==> config.mk <==
export PLATFORM = sky130hd
export DESIGN_NAME = fwdclk_deser
export DESIGN_NICKNAME = d
export VERILOG_FILES = /design/src/rtl/fwdclk_deser_pkg.sv /design/src/rtl/fwdclk_frame_track.sv /design/src/rtl/fwdclk_lane_gather.sv /design/src/rtl/fwdclk_out_stage.sv /design/src/rtl/fwdclk_deser.sv
export SDC_FILE = /design/constraint.sdc
export NUM_CORES = 1
export LEC_CHECK = 0
export BUFFER_PORTS_ARGS = -buffer_cell sky130_fd_sc_hd__buf_2
export CORE_MARGIN = 2
export CORE_UTILIZATION = 61
export CTS_BUF_LIST = sky130_fd_sc_hd__clkbuf_4 sky130_fd_sc_hd__clkbuf_8
export DETAILED_ROUTE_END_ITERATION = 6
export GPL_TIMING_DRIVEN = 0
export PLACE_DENSITY = 0.92
export SLEW_MARGIN = 20
export SYNTH_ARGS = -nofsm -noshare
export SYNTH_HDL_FRONTEND = slang
export SYNTH_HIERARCHICAL = 1
export SYNTH_SLANG_ARGS = --single-unit
==> constraint.sdc <==
create_clock -name clk -period 2.4 [get_ports clk]
set_input_delay 0.36 -clock clk [delete_from_list [all_inputs] [get_ports clk]]
set_output_delay 0.36 -clock clk [all_outputs]
set_load 0.03 [all_outputs]
==> src/rtl/fwdclk_deser_pkg.sv <==
package fwdclk_deser_pkg;

   // Bits needed for a slot index that also has an idle code equal to n_slots
   function automatic int slot_bits(input int n_slots);
      return $clog2(n_slots + 1);
   endfunction

   typedef enum logic [1:0] {
      OUT_RUN  = 2'd0,
      OUT_SKIP = 2'd1
   } out_mode_e;

endpackage

==> src/rtl/fwdclk_frame_track.sv <==
module fwdclk_frame_track #(
   parameter int N_SLOTS = 7,
   parameter int STALL_W = 8,
   parameter int SLOT_W  = fwdclk_deser_pkg::slot_bits(7)
) (
   input  logic               clk,
   input  logic               rst_n,
   input  logic               fwd_in,
   input  logic [STALL_W-1:0] stall_limit,
   output logic [SLOT_W-1:0]  cur_slot,
   output logic               take,
   output logic               last,
   output logic               rise,
   output logic               fresh,
   output logic               stalled,
   output logic               aligned
);

   localparam logic [SLOT_W-1:0] IDLE_SLOT = SLOT_W'(N_SLOTS);
   localparam logic [SLOT_W-1:0] END_SLOT  = SLOT_W'(N_SLOTS - 1);

   logic               fwd_prev_q;
   logic [SLOT_W-1:0]  slot_q;
   logic [STALL_W-1:0] since_q;
   logic               aligned_q;

   assign rise     = fwd_in & ~fwd_prev_q;
   assign cur_slot = rise ? '0 : slot_q;
   assign take     = rise | (aligned_q & (slot_q < IDLE_SLOT));
   assign last     = take & (cur_slot == END_SLOT);
   assign fresh    = rise & ~aligned_q;
   assign stalled  = (stall_limit != '0) && (since_q >= stall_limit);
   assign aligned  = aligned_q;

   always_ff @(posedge clk or negedge rst_n) begin
      if (!rst_n) begin
         fwd_prev_q <= 1'b0;
         slot_q     <= IDLE_SLOT;
         since_q    <= '0;
         aligned_q  <= 1'b0;
      end else begin
         fwd_prev_q <= fwd_in;
         if (take) begin
            slot_q <= cur_slot + SLOT_W'(1);
         end
         if (rise) begin
            since_q <= '0;
         end else if (since_q != '1) begin
            since_q <= since_q + STALL_W'(1);
         end
         if (rise) begin
            aligned_q <= 1'b1;
         end else if (stalled) begin
            aligned_q <= 1'b0;
         end
      end
   end

endmodule

==> src/rtl/fwdclk_lane_gather.sv <==
module fwdclk_lane_gather #(
   parameter int N_LANES = 4,
   parameter int N_SLOTS = 7,
   parameter int SLOT_W  = fwdclk_deser_pkg::slot_bits(7),
   parameter int WORD_W  = 28
) (
   input  logic               clk,
   input  logic               rst_n,
   input  logic [N_LANES-1:0] lane_in,
   input  logic [SLOT_W-1:0]  cur_slot,
   input  logic               take,
   input  logic               last,
   output logic [WORD_W-1:0]  frm_word,
   output logic               frm_vld
);

   always_ff @(posedge clk or negedge rst_n) begin
      if (!rst_n) begin
         frm_vld <= 1'b0;
      end else begin
         frm_vld <= last;
      end
   end

   for (genvar l = 0; l < N_LANES; l++) begin : g_lane
      logic [N_SLOTS-2:0] acc_q;

      always_ff @(posedge clk or negedge rst_n) begin
         if (!rst_n) begin
            acc_q <= '0;
         end else begin
            for (int s = 0; s < N_SLOTS - 1; s++) begin
               if (take && (cur_slot == SLOT_W'(s))) begin
                  acc_q[s] <= lane_in[l];
               end
            end
         end
      end

      always_ff @(posedge clk or negedge rst_n) begin
         if (!rst_n) begin
            frm_word[l*N_SLOTS +: N_SLOTS] <= '0;
         end else if (last) begin
            frm_word[l*N_SLOTS +: N_SLOTS] <= {lane_in[l], acc_q};
         end
      end
   end

endmodule

==> src/rtl/fwdclk_out_stage.sv <==
module fwdclk_out_stage #(
   parameter int WORD_W   = 28,
   parameter int HIGH_CYC = 3
) (
   input  logic              clk,
   input  logic              rst_n,
   input  logic              pd_n,
   input  logic              frm_vld,
   input  logic [WORD_W-1:0] frm_word,
   input  logic              fresh,
   input  logic              stalled,
   output logic [WORD_W-1:0] word_out,
   output logic              out_clk
);

   import fwdclk_deser_pkg::*;

   out_mode_e   mode_q;
   logic        pend_q;
   logic [WORD_W-1:0] word_q;
   logic        accept;

   assign accept   = frm_vld & (mode_q == OUT_RUN);
   assign word_out = word_q;

   always_ff @(posedge clk or negedge rst_n) begin
      if (!rst_n) begin
         mode_q <= OUT_SKIP;
         pend_q <= 1'b0;
         word_q <= '0;
      end else if (!pd_n) begin
         mode_q <= OUT_SKIP;
      end else begin
         pend_q <= accept;
         if (accept) begin
            word_q <= frm_word;
         end
         if (fresh || stalled) begin
            mode_q <= OUT_SKIP;
         end else if (frm_vld) begin
            mode_q <= OUT_RUN;
         end
      end
   end

   if (HIGH_CYC == 1) begin : g_pulse
      always_ff @(posedge clk or negedge rst_n) begin
         if (!rst_n) begin
            out_clk <= 1'b0;
         end else if (pd_n) begin
            out_clk <= pend_q;
         end
      end
   end else begin : g_count
      localparam int HW = $clog2(HIGH_CYC);
      logic [HW-1:0] hold_q;

      always_ff @(posedge clk or negedge rst_n) begin
         if (!rst_n) begin
            out_clk <= 1'b0;
            hold_q  <= '0;
         end else if (pd_n) begin
            if (pend_q) begin
               out_clk <= 1'b1;
               hold_q  <= HW'(HIGH_CYC - 1);
            end else if (hold_q != '0) begin
               hold_q  <= hold_q - HW'(1);
            end else begin
               out_clk <= 1'b0;
            end
         end
      end
   end

endmodule

==> src/rtl/fwdclk_deser.sv <==
module fwdclk_deser #(
   parameter int N_LANES  = 4,
   parameter int N_SLOTS  = 7,
   parameter int STALL_W  = 8,
   parameter int HIGH_CYC = 3
) (
   input  logic                         clk,
   input  logic                         rst_n,
   input  logic                         pd_n,
   input  logic                         fwd_in,
   input  logic [N_LANES-1:0]           lane_in,
   input  logic [STALL_W-1:0]           stall_limit,
   output logic [N_LANES*N_SLOTS-1:0]   word_out,
   output logic                         out_clk
);

   localparam int WORD_W = N_LANES * N_SLOTS;
   localparam int SLOT_W = fwdclk_deser_pkg::slot_bits(N_SLOTS);

   if (N_LANES < 1) begin : g_bad_lanes
      $error("N_LANES must be at least 1");
   end
   if (N_SLOTS < 3) begin : g_bad_slots
      $error("N_SLOTS must be at least 3");
   end
   if (HIGH_CYC < 1 || HIGH_CYC > N_SLOTS - 2) begin : g_bad_high
      $error("HIGH_CYC must lie in 1..N_SLOTS-2");
   end
   if (STALL_W < $clog2(N_SLOTS + 1)) begin : g_bad_stall
      $error("STALL_W too narrow for a frame length");
   end

   logic [SLOT_W-1:0] cur_slot_w;
   logic              take_w, last_w, rise_w, fresh_w, stalled_w, aligned_w;
   logic [WORD_W-1:0] frm_word_w;
   logic              frm_vld_w;

   fwdclk_frame_track #(
      .N_SLOTS (N_SLOTS),
      .STALL_W (STALL_W),
      .SLOT_W  (SLOT_W)
   ) track_i (
      .clk         (clk),
      .rst_n       (rst_n),
      .fwd_in      (fwd_in),
      .stall_limit (stall_limit),
      .cur_slot    (cur_slot_w),
      .take        (take_w),
      .last        (last_w),
      .rise        (rise_w),
      .fresh       (fresh_w),
      .stalled     (stalled_w),
      .aligned     (aligned_w)
   );

   fwdclk_lane_gather #(
      .N_LANES (N_LANES),
      .N_SLOTS (N_SLOTS),
      .SLOT_W  (SLOT_W),
      .WORD_W  (WORD_W)
   ) gather_i (
      .clk      (clk),
      .rst_n    (rst_n),
      .lane_in  (lane_in),
      .cur_slot (cur_slot_w),
      .take     (take_w),
      .last     (last_w),
      .frm_word (frm_word_w),
      .frm_vld  (frm_vld_w)
   );

   fwdclk_out_stage #(
      .WORD_W   (WORD_W),
      .HIGH_CYC (HIGH_CYC)
   ) out_i (
      .clk      (clk),
      .rst_n    (rst_n),
      .pd_n     (pd_n),
      .frm_vld  (frm_vld_w),
      .frm_word (frm_word_w),
      .fresh    (fresh_w),
      .stalled  (stalled_w),
      .word_out (word_out),
      .out_clk  (out_clk)
   );

endmodule

==> results.ini, run 1 <==
[logic_synthesis]
synth_top_area_share_pct = 56.0
syn_avg_cell_area_um2 = 14.4
syn_area_um2 = 4250
synth_area_leaders = dfrtp_1 56%, mux2_2 17%, mux2_4 6.0%
synth.most_common_cell = dfrtp_1
synthCells = 295
yosysSeqAreaShare_pct = 58.5
ys_types = 41
synth_largest_area_cell = dfrtp_1
synth_warnings = 6
synth_common_cells = 95 x dfrtp_1, 64 x mux2_2, 18 x inv_1, 17 x mux2_4
synth_fp_nets = 323
synth_edf_count = 0
synth-async-reset-ratio_pct = 100
synth-seq-cells = 99
ys.flop_type = dfrtp_1

[timing]
final_hold_viol_count = 0
rsz0062_at_grt = no
fin_crit_sh_pct = 94.0
finalCriticalPeriod_ps = 2260
max_freq_ghz = 0.443
skew_ps = 12.2
tightest_slew_ps = 488
final_max_slew_viol_count = 0
setup_viol = 0
max-slew-margin-rel_pct = 67.2

[critical_path]
r2r-end = gather_i/frm_word[5]
crit_type = reg2reg
crit_arrival_ps = 2500
required_ps = 2650
worstPathCellList = inv_1, o21ai_2, and3_1, buf_2, clkbuf_4, mux2_2
r2r_slack_ps = 140
worst-path-stages = 6
crit_buf_inv = 3
critPathCaptureType = register
slowest_delay_ps = 470
slowest_stage = dfrtp_1
cp_top_family = buffers and inverters
crit_fanout = 10
r2r_start = track_i/aligned
worstSetupStartpointType = register
reg2regPathDepth = 6

[routing]
ant_nets = 0
drt_iter0_drc = 98
vias = 2600
met2_length_um = 4070
wl_per_cell_um = 18.0
routed.top_layer = met4
viasPerCell = 5.95
wl_met3_um = 245
firstDrtPassIters = 4
wl_met1_um = 3420
routed_wl_um = 7880
drc = 0

[cells_and_area]
antennaDiodeCount = 0
drive_above_1_share_pct = 46.2
syn_to_final_growth_pct = 14.1
final_cells = 437
final_util_pct = 71.7
fin_nets = 380

[clock_tree]
clock-root-buffer = clkbuf_8
cts_post_setup_buffers_inserted = 0
clk_pin_slew_ps = 100
htreeDepth = 3
cts_buffer_depth = 2
clk_latency_ps = 370
numCtsBuffers = 9
cts_tree = done
cts.sinks = 99

[place]
place_congestion = 0.783
io_buffer_count = 44
placed_cells = 420
hpwl_um = 5280

[die]
rows = 30
fp.dieW_um = 87.4
die_h_um = 87.4
ioPinCount = 45
fp.dieArea_um2 = 7640
initial_core_util_pct = 62.9
core_area_um2 = 6760

[hold_path]
hold_depth = 1
holdCritStartpoint = fwd_in
min_to = track_i/fwd_prev_q
holdCritPathClass = in2reg

[flow_run]
maxCapViolCount = 0

[global_route]
grt_start_max_net_pins = 61
grt_pass1_vias = 2679
antenna_found_initial = 0
grt_overflow = 0
track_usage_pct = 22.4
grt_pass1_wl_um = 12800

[power_and_ir_drop]
vdd_drop_max_mv = 0.573
cellLeakagePower_nw = 2.45
design_power_total_mw = 5.20
p_per_area_nw_per_um2 = 1070

[status]
status = finished clean

## worst max-delay path by stage
stage,start,to,slack [ps]
floorplan,fwd_in,gather_i/frm_word[10],370
global placement,fwd_in,gather_i/frm_word[18],-90
detailed placement,fwd_in,gather_i/frm_word[5],-220
CTS,track_i/fwd_prev_q,gather_i/frm_word[5],20
global route,track_i/aligned,gather_i/frm_word[5],50
finish,track_i/aligned,gather_i/frm_word[5],140
## cells in the final DEF, fill, tap and decap left out, types with 3 or more instances in the layout
cell	count
inv_6	3
buf_2	46
dfrtp_1	95
dfstp_2	4
inv_1	18
and3_1	5
ha_1	12
and4bb_4	3
mux2_2	64
clkbuf_8	9
nor2_1	11
nor3_1	3
buf_6	3
nand2_1	6
mux2_4	17
xor2_1	3
a21oi_1	6
o21ai_0	7
## worst register-to-register path, stage by stage (launching register included)
cell and delay [ps]:
dfrtp_1 470, inv_1 120, o21ai_2 350, and3_1 240
buf_2 290, clkbuf_4 310, mux2_2 370
## where the power goes
group          internal (mW)  switching, mW  leakage (nW)
sequential              2.26          0.342          1.25
combinational          0.803          0.669          1.09
clock                  0.511          0.613         0.109
## timing repair
action                                  4_1_cts  5_1_grt
endpoints found under the setup margin       20       20
pin swaps                                     0        0
gates resized for setup                       3        4
endpoints found under the hold margin        35        0
hold buffers                                  1        0
## stage by stage
stage | setup slack, ps | hold WS [ps] | cell area [um2] | TNS [ps]
2_1_floorplan | 372 | 64.4 | 4250 | 0
3_3_place_gp | -91.2 | 482 | 4570 | -1710
3_5_place_dp | -222 | 294 | 4600 | -4170
4_1_cts | 19.7 | 102 | 4830 | 0
5_1_grt | 49.4 | 119 | 4850 | 0
6_report | 145 | 133 | 4850 | 0
## flip-flops by register name (all words and copies together), names as in the netlist
name                   flops
out_i/pend_q               1
gather_i/g_lane.acc_q     24
gather_i/frm_vld           1
gather_i/frm_word         28
out_i/mode_q               1
track_i/slot_q             3
out_i/word_out            28
track_i/since_q            8
track_i/fwd_prev_q         1
out_i/g_count.hold_q       2
out_i/out_clk              1
track_i/aligned            1
## kinds of logic (layout without fill, tap and decap cells)
group,count (synthesis),in the layout,share of synthesized area (%)
AOI/OAI and AO/OA,27,27,4.21
buffers and inverters,25,87,2.71
muxes,81,81,23.0
adders and majority gates,12,12,3.54
xor gates and xnor gates,4,4,0.825
and+or+nand+nor,47,47,7.28
DFF,99,99,58.5
## area by class of cell
type                    count  area, um2
flip-flops and latches     99       2480
inverters                  18       67.6
multi-input cells         171       1660
repair buffers             46        264
clock inverters             7       92.6
clock buffers               9        124
well taps                  80        100
plain buffers               7       52.6
fillers                   420       1910
## per-layer routing
metal,vias to the layer above,global-route usage (%)
met4,0,9.09
met5,-,0
li1,1170,-
met1,1357,27.9
met3,12,4.83
met2,61,37.9
Power figures use the tool's default switching activity.
==> run 2, diff against run 1 <==
--- a/config.mk
+++ b/config.mk
@@ -11,7 +11,7 @@
 export CTS_BUF_LIST = sky130_fd_sc_hd__clkbuf_4 sky130_fd_sc_hd__clkbuf_8
 export DETAILED_ROUTE_END_ITERATION = 6
 export GPL_TIMING_DRIVEN = 0
-export PLACE_DENSITY = 0.92
+export PLACE_DENSITY = 0.81
 export SLEW_MARGIN = 20
 export SYNTH_ARGS = -nofsm -noshare
 export SYNTH_HDL_FRONTEND = slang
==> run 2 against run 1 <==
Against the previous run:
- sequential power hardly changed
- combinational power is 3% lower
- non-clock buffer count stayed put
- count of clock-buffer cells in the layout stayed put
- die area stayed put
- clock power is 13% lower
- cell count stayed put
- wire length is 11% lower
- sequential cell count stayed put
- highest routed layer unchanged
==> results.ini, run 2 (synthesis gave the netlist of run 1 again) <==
[routing]
viasPerCell = 5.66  ; -4.9%
firstDrtPassIters = 4  ; unchanged
vias = 2472  ; -4.9%
routed_wl_um = 6990  ; -11%
wl_per_cell_um = 16.0  ; -11%
drt_iter0_drc = 88  ; -10%
ant_nets = 0  ; unchanged
drc = 0  ; unchanged

[critical_path]
worstSetupStartpointType = register
crit_type = reg2reg
crit_arrival_ps = 2440  ; -60 ps
required_ps = 2640  ; about the same
critPathCaptureType = register
crit_fanout = 10  ; unchanged

[timing]
max-slew-margin-rel_pct = 69.4  ; +2.3 points
setup_viol = 0  ; unchanged
fin_crit_sh_pct = 91.7  ; -2.3 points
tns_ps = 0  ; unchanged
final_hold_viol_count = 0  ; unchanged
max_freq_ghz = 0.455  ; +2.5%
final_max_slew_viol_count = 0  ; unchanged
tightest_slew_ps = 454  ; -33.6 ps
finalCriticalPeriod_ps = 2200  ; -55.5 ps
skew_ps = 8.51  ; -3.70 ps
rsz0062_at_grt = no

[die]
fp.dieArea_um2 = 7640  ; unchanged
ioPinCount = 45  ; unchanged
initial_core_util_pct = 62.9  ; unchanged
fp.dieW_um = 87.4  ; unchanged
core_area_um2 = 6760  ; unchanged
rows = 30  ; unchanged
die_h_um = 87.4  ; unchanged

[hold_path]
holdCritPathClass = in2reg

[power_and_ir_drop]
vdd_drop_max_mv = 0.606  ; +5.7%
cellLeakagePower_nw = 2.44  ; -0.71%
p_per_area_nw_per_um2 = 1040  ; -3.3%

[global_route]
grt_start_max_net_pins = 73  ; +20%
antenna_found_initial = 0  ; unchanged
grt_overflow = 0  ; unchanged
track_usage_pct = 20.4  ; -2.0 points
grt_pass1_vias = 2463  ; -8.1%
grt_pass1_wl_um = 11900  ; -7.0%

[clock_tree]
cts_tree = done
numCtsBuffers = 9  ; unchanged
clk_pin_slew_ps = 90  ; about the same
clock-root-buffer = clkbuf_8
htreeDepth = 3  ; unchanged
clk_latency_ps = 350  ; -20 ps
cts_buffer_depth = 2  ; unchanged
cts_post_setup_buffers_inserted = 0  ; unchanged
cts.sinks = 99  ; unchanged

[status]
status = finished clean

[place]
placed_cells = 420  ; unchanged
io_buffer_count = 44  ; unchanged
place_congestion = 0.792  ; +1.0%
hpwl_um = 4880  ; -7.5%

[cells_and_area]
fin_nets = 380  ; unchanged
final_cells = 437  ; unchanged
drive_above_1_share_pct = 46.2  ; unchanged
syn_to_final_growth_pct = 13.3
antennaDiodeCount = 0  ; unchanged
final_cell_mix = 95 x dfrtp_1, 64 x mux2_2, 46 x buf_2
final_common_cell = dfrtp_1

[flow_run]
maxCapViolCount = 0  ; unchanged

run 2: area by class of cell:
class / instances / area, um2
sequential: 99 / 2480
clock buffer: 9 / 124
multi-input combinational: 171 / 1660
buffer: 7 / 52.6
fill: 459 / 1940
timing repair buffer: 46 / 264
tap: 80 / 100
clock inverter: 7 / 58.8
inverter: 18 / 67.6
run 2: per-stage QoR:
step	utilization, %	hold slack (ps)	area [um2]	power (mW)	setup WS [ps]
detailed placement	68.1	245	4600	4.05	-212
global route	71.2	122	4810	5.32	51.7
global placement	67.6	476	4570	3.94	-107
finish	71.2	146	4810	4.99	200
CTS	71.1	128	4800	5.03	27.0
floorplan	-	64.4	4250	3.65	372
run 2: path summary, 6_finish.rpt:
check,endpoint,start,cells after the start,slack [ps]
max,gather_i/frm_word[18],track_i/aligned,6,200
min,track_i/fwd_prev_q,fwd_in,1,150
max reg2reg,gather_i/frm_word[18],track_i/aligned,6,200
min reg2reg,out_i/out_clk,out_i/out_clk,1,500
max in group asynchronous,out_i/word_out[24],rst_n,3,1360
min in group asynchronous,out_i/pend_q,rst_n,2,440
run 2: routing by layer:
layer  part of all wire [%]  GRT usage [%]  vias up
met5                      0              0        -
met4                    1.4           6.15        0
met3                    2.6           3.79       11
met2                     49           33.1       51
met1                     47           28.2     1243
li1                       -              -     1167
run 2: worst max-delay path: stages, from the launching register on:
cell,delay (ps)
dfrtp_1,470
inv_1,110
o21ai_2,350
and3_1,220
buf_2,270
clkbuf_4,300
mux2_2,360
run 2: timing repair:
item                                    in CTS  in global routing
gates cloned                                 0                  0
resized for setup                            3                  4
endpoints found under the hold margin       23                  0
endpoints found under the setup margin      20                 20
hold buffers                                 1                  0
run 2: power breakdown:
group / total (mW) / internal (mW) / switching [mW]
Sequential: 2.59 / 2.26 / 0.328
Combinational: 1.43 / 0.797 / 0.636
Clock: 0.970 / 0.393 / 0.577
Total: 4.99 / 3.45 / 1.54
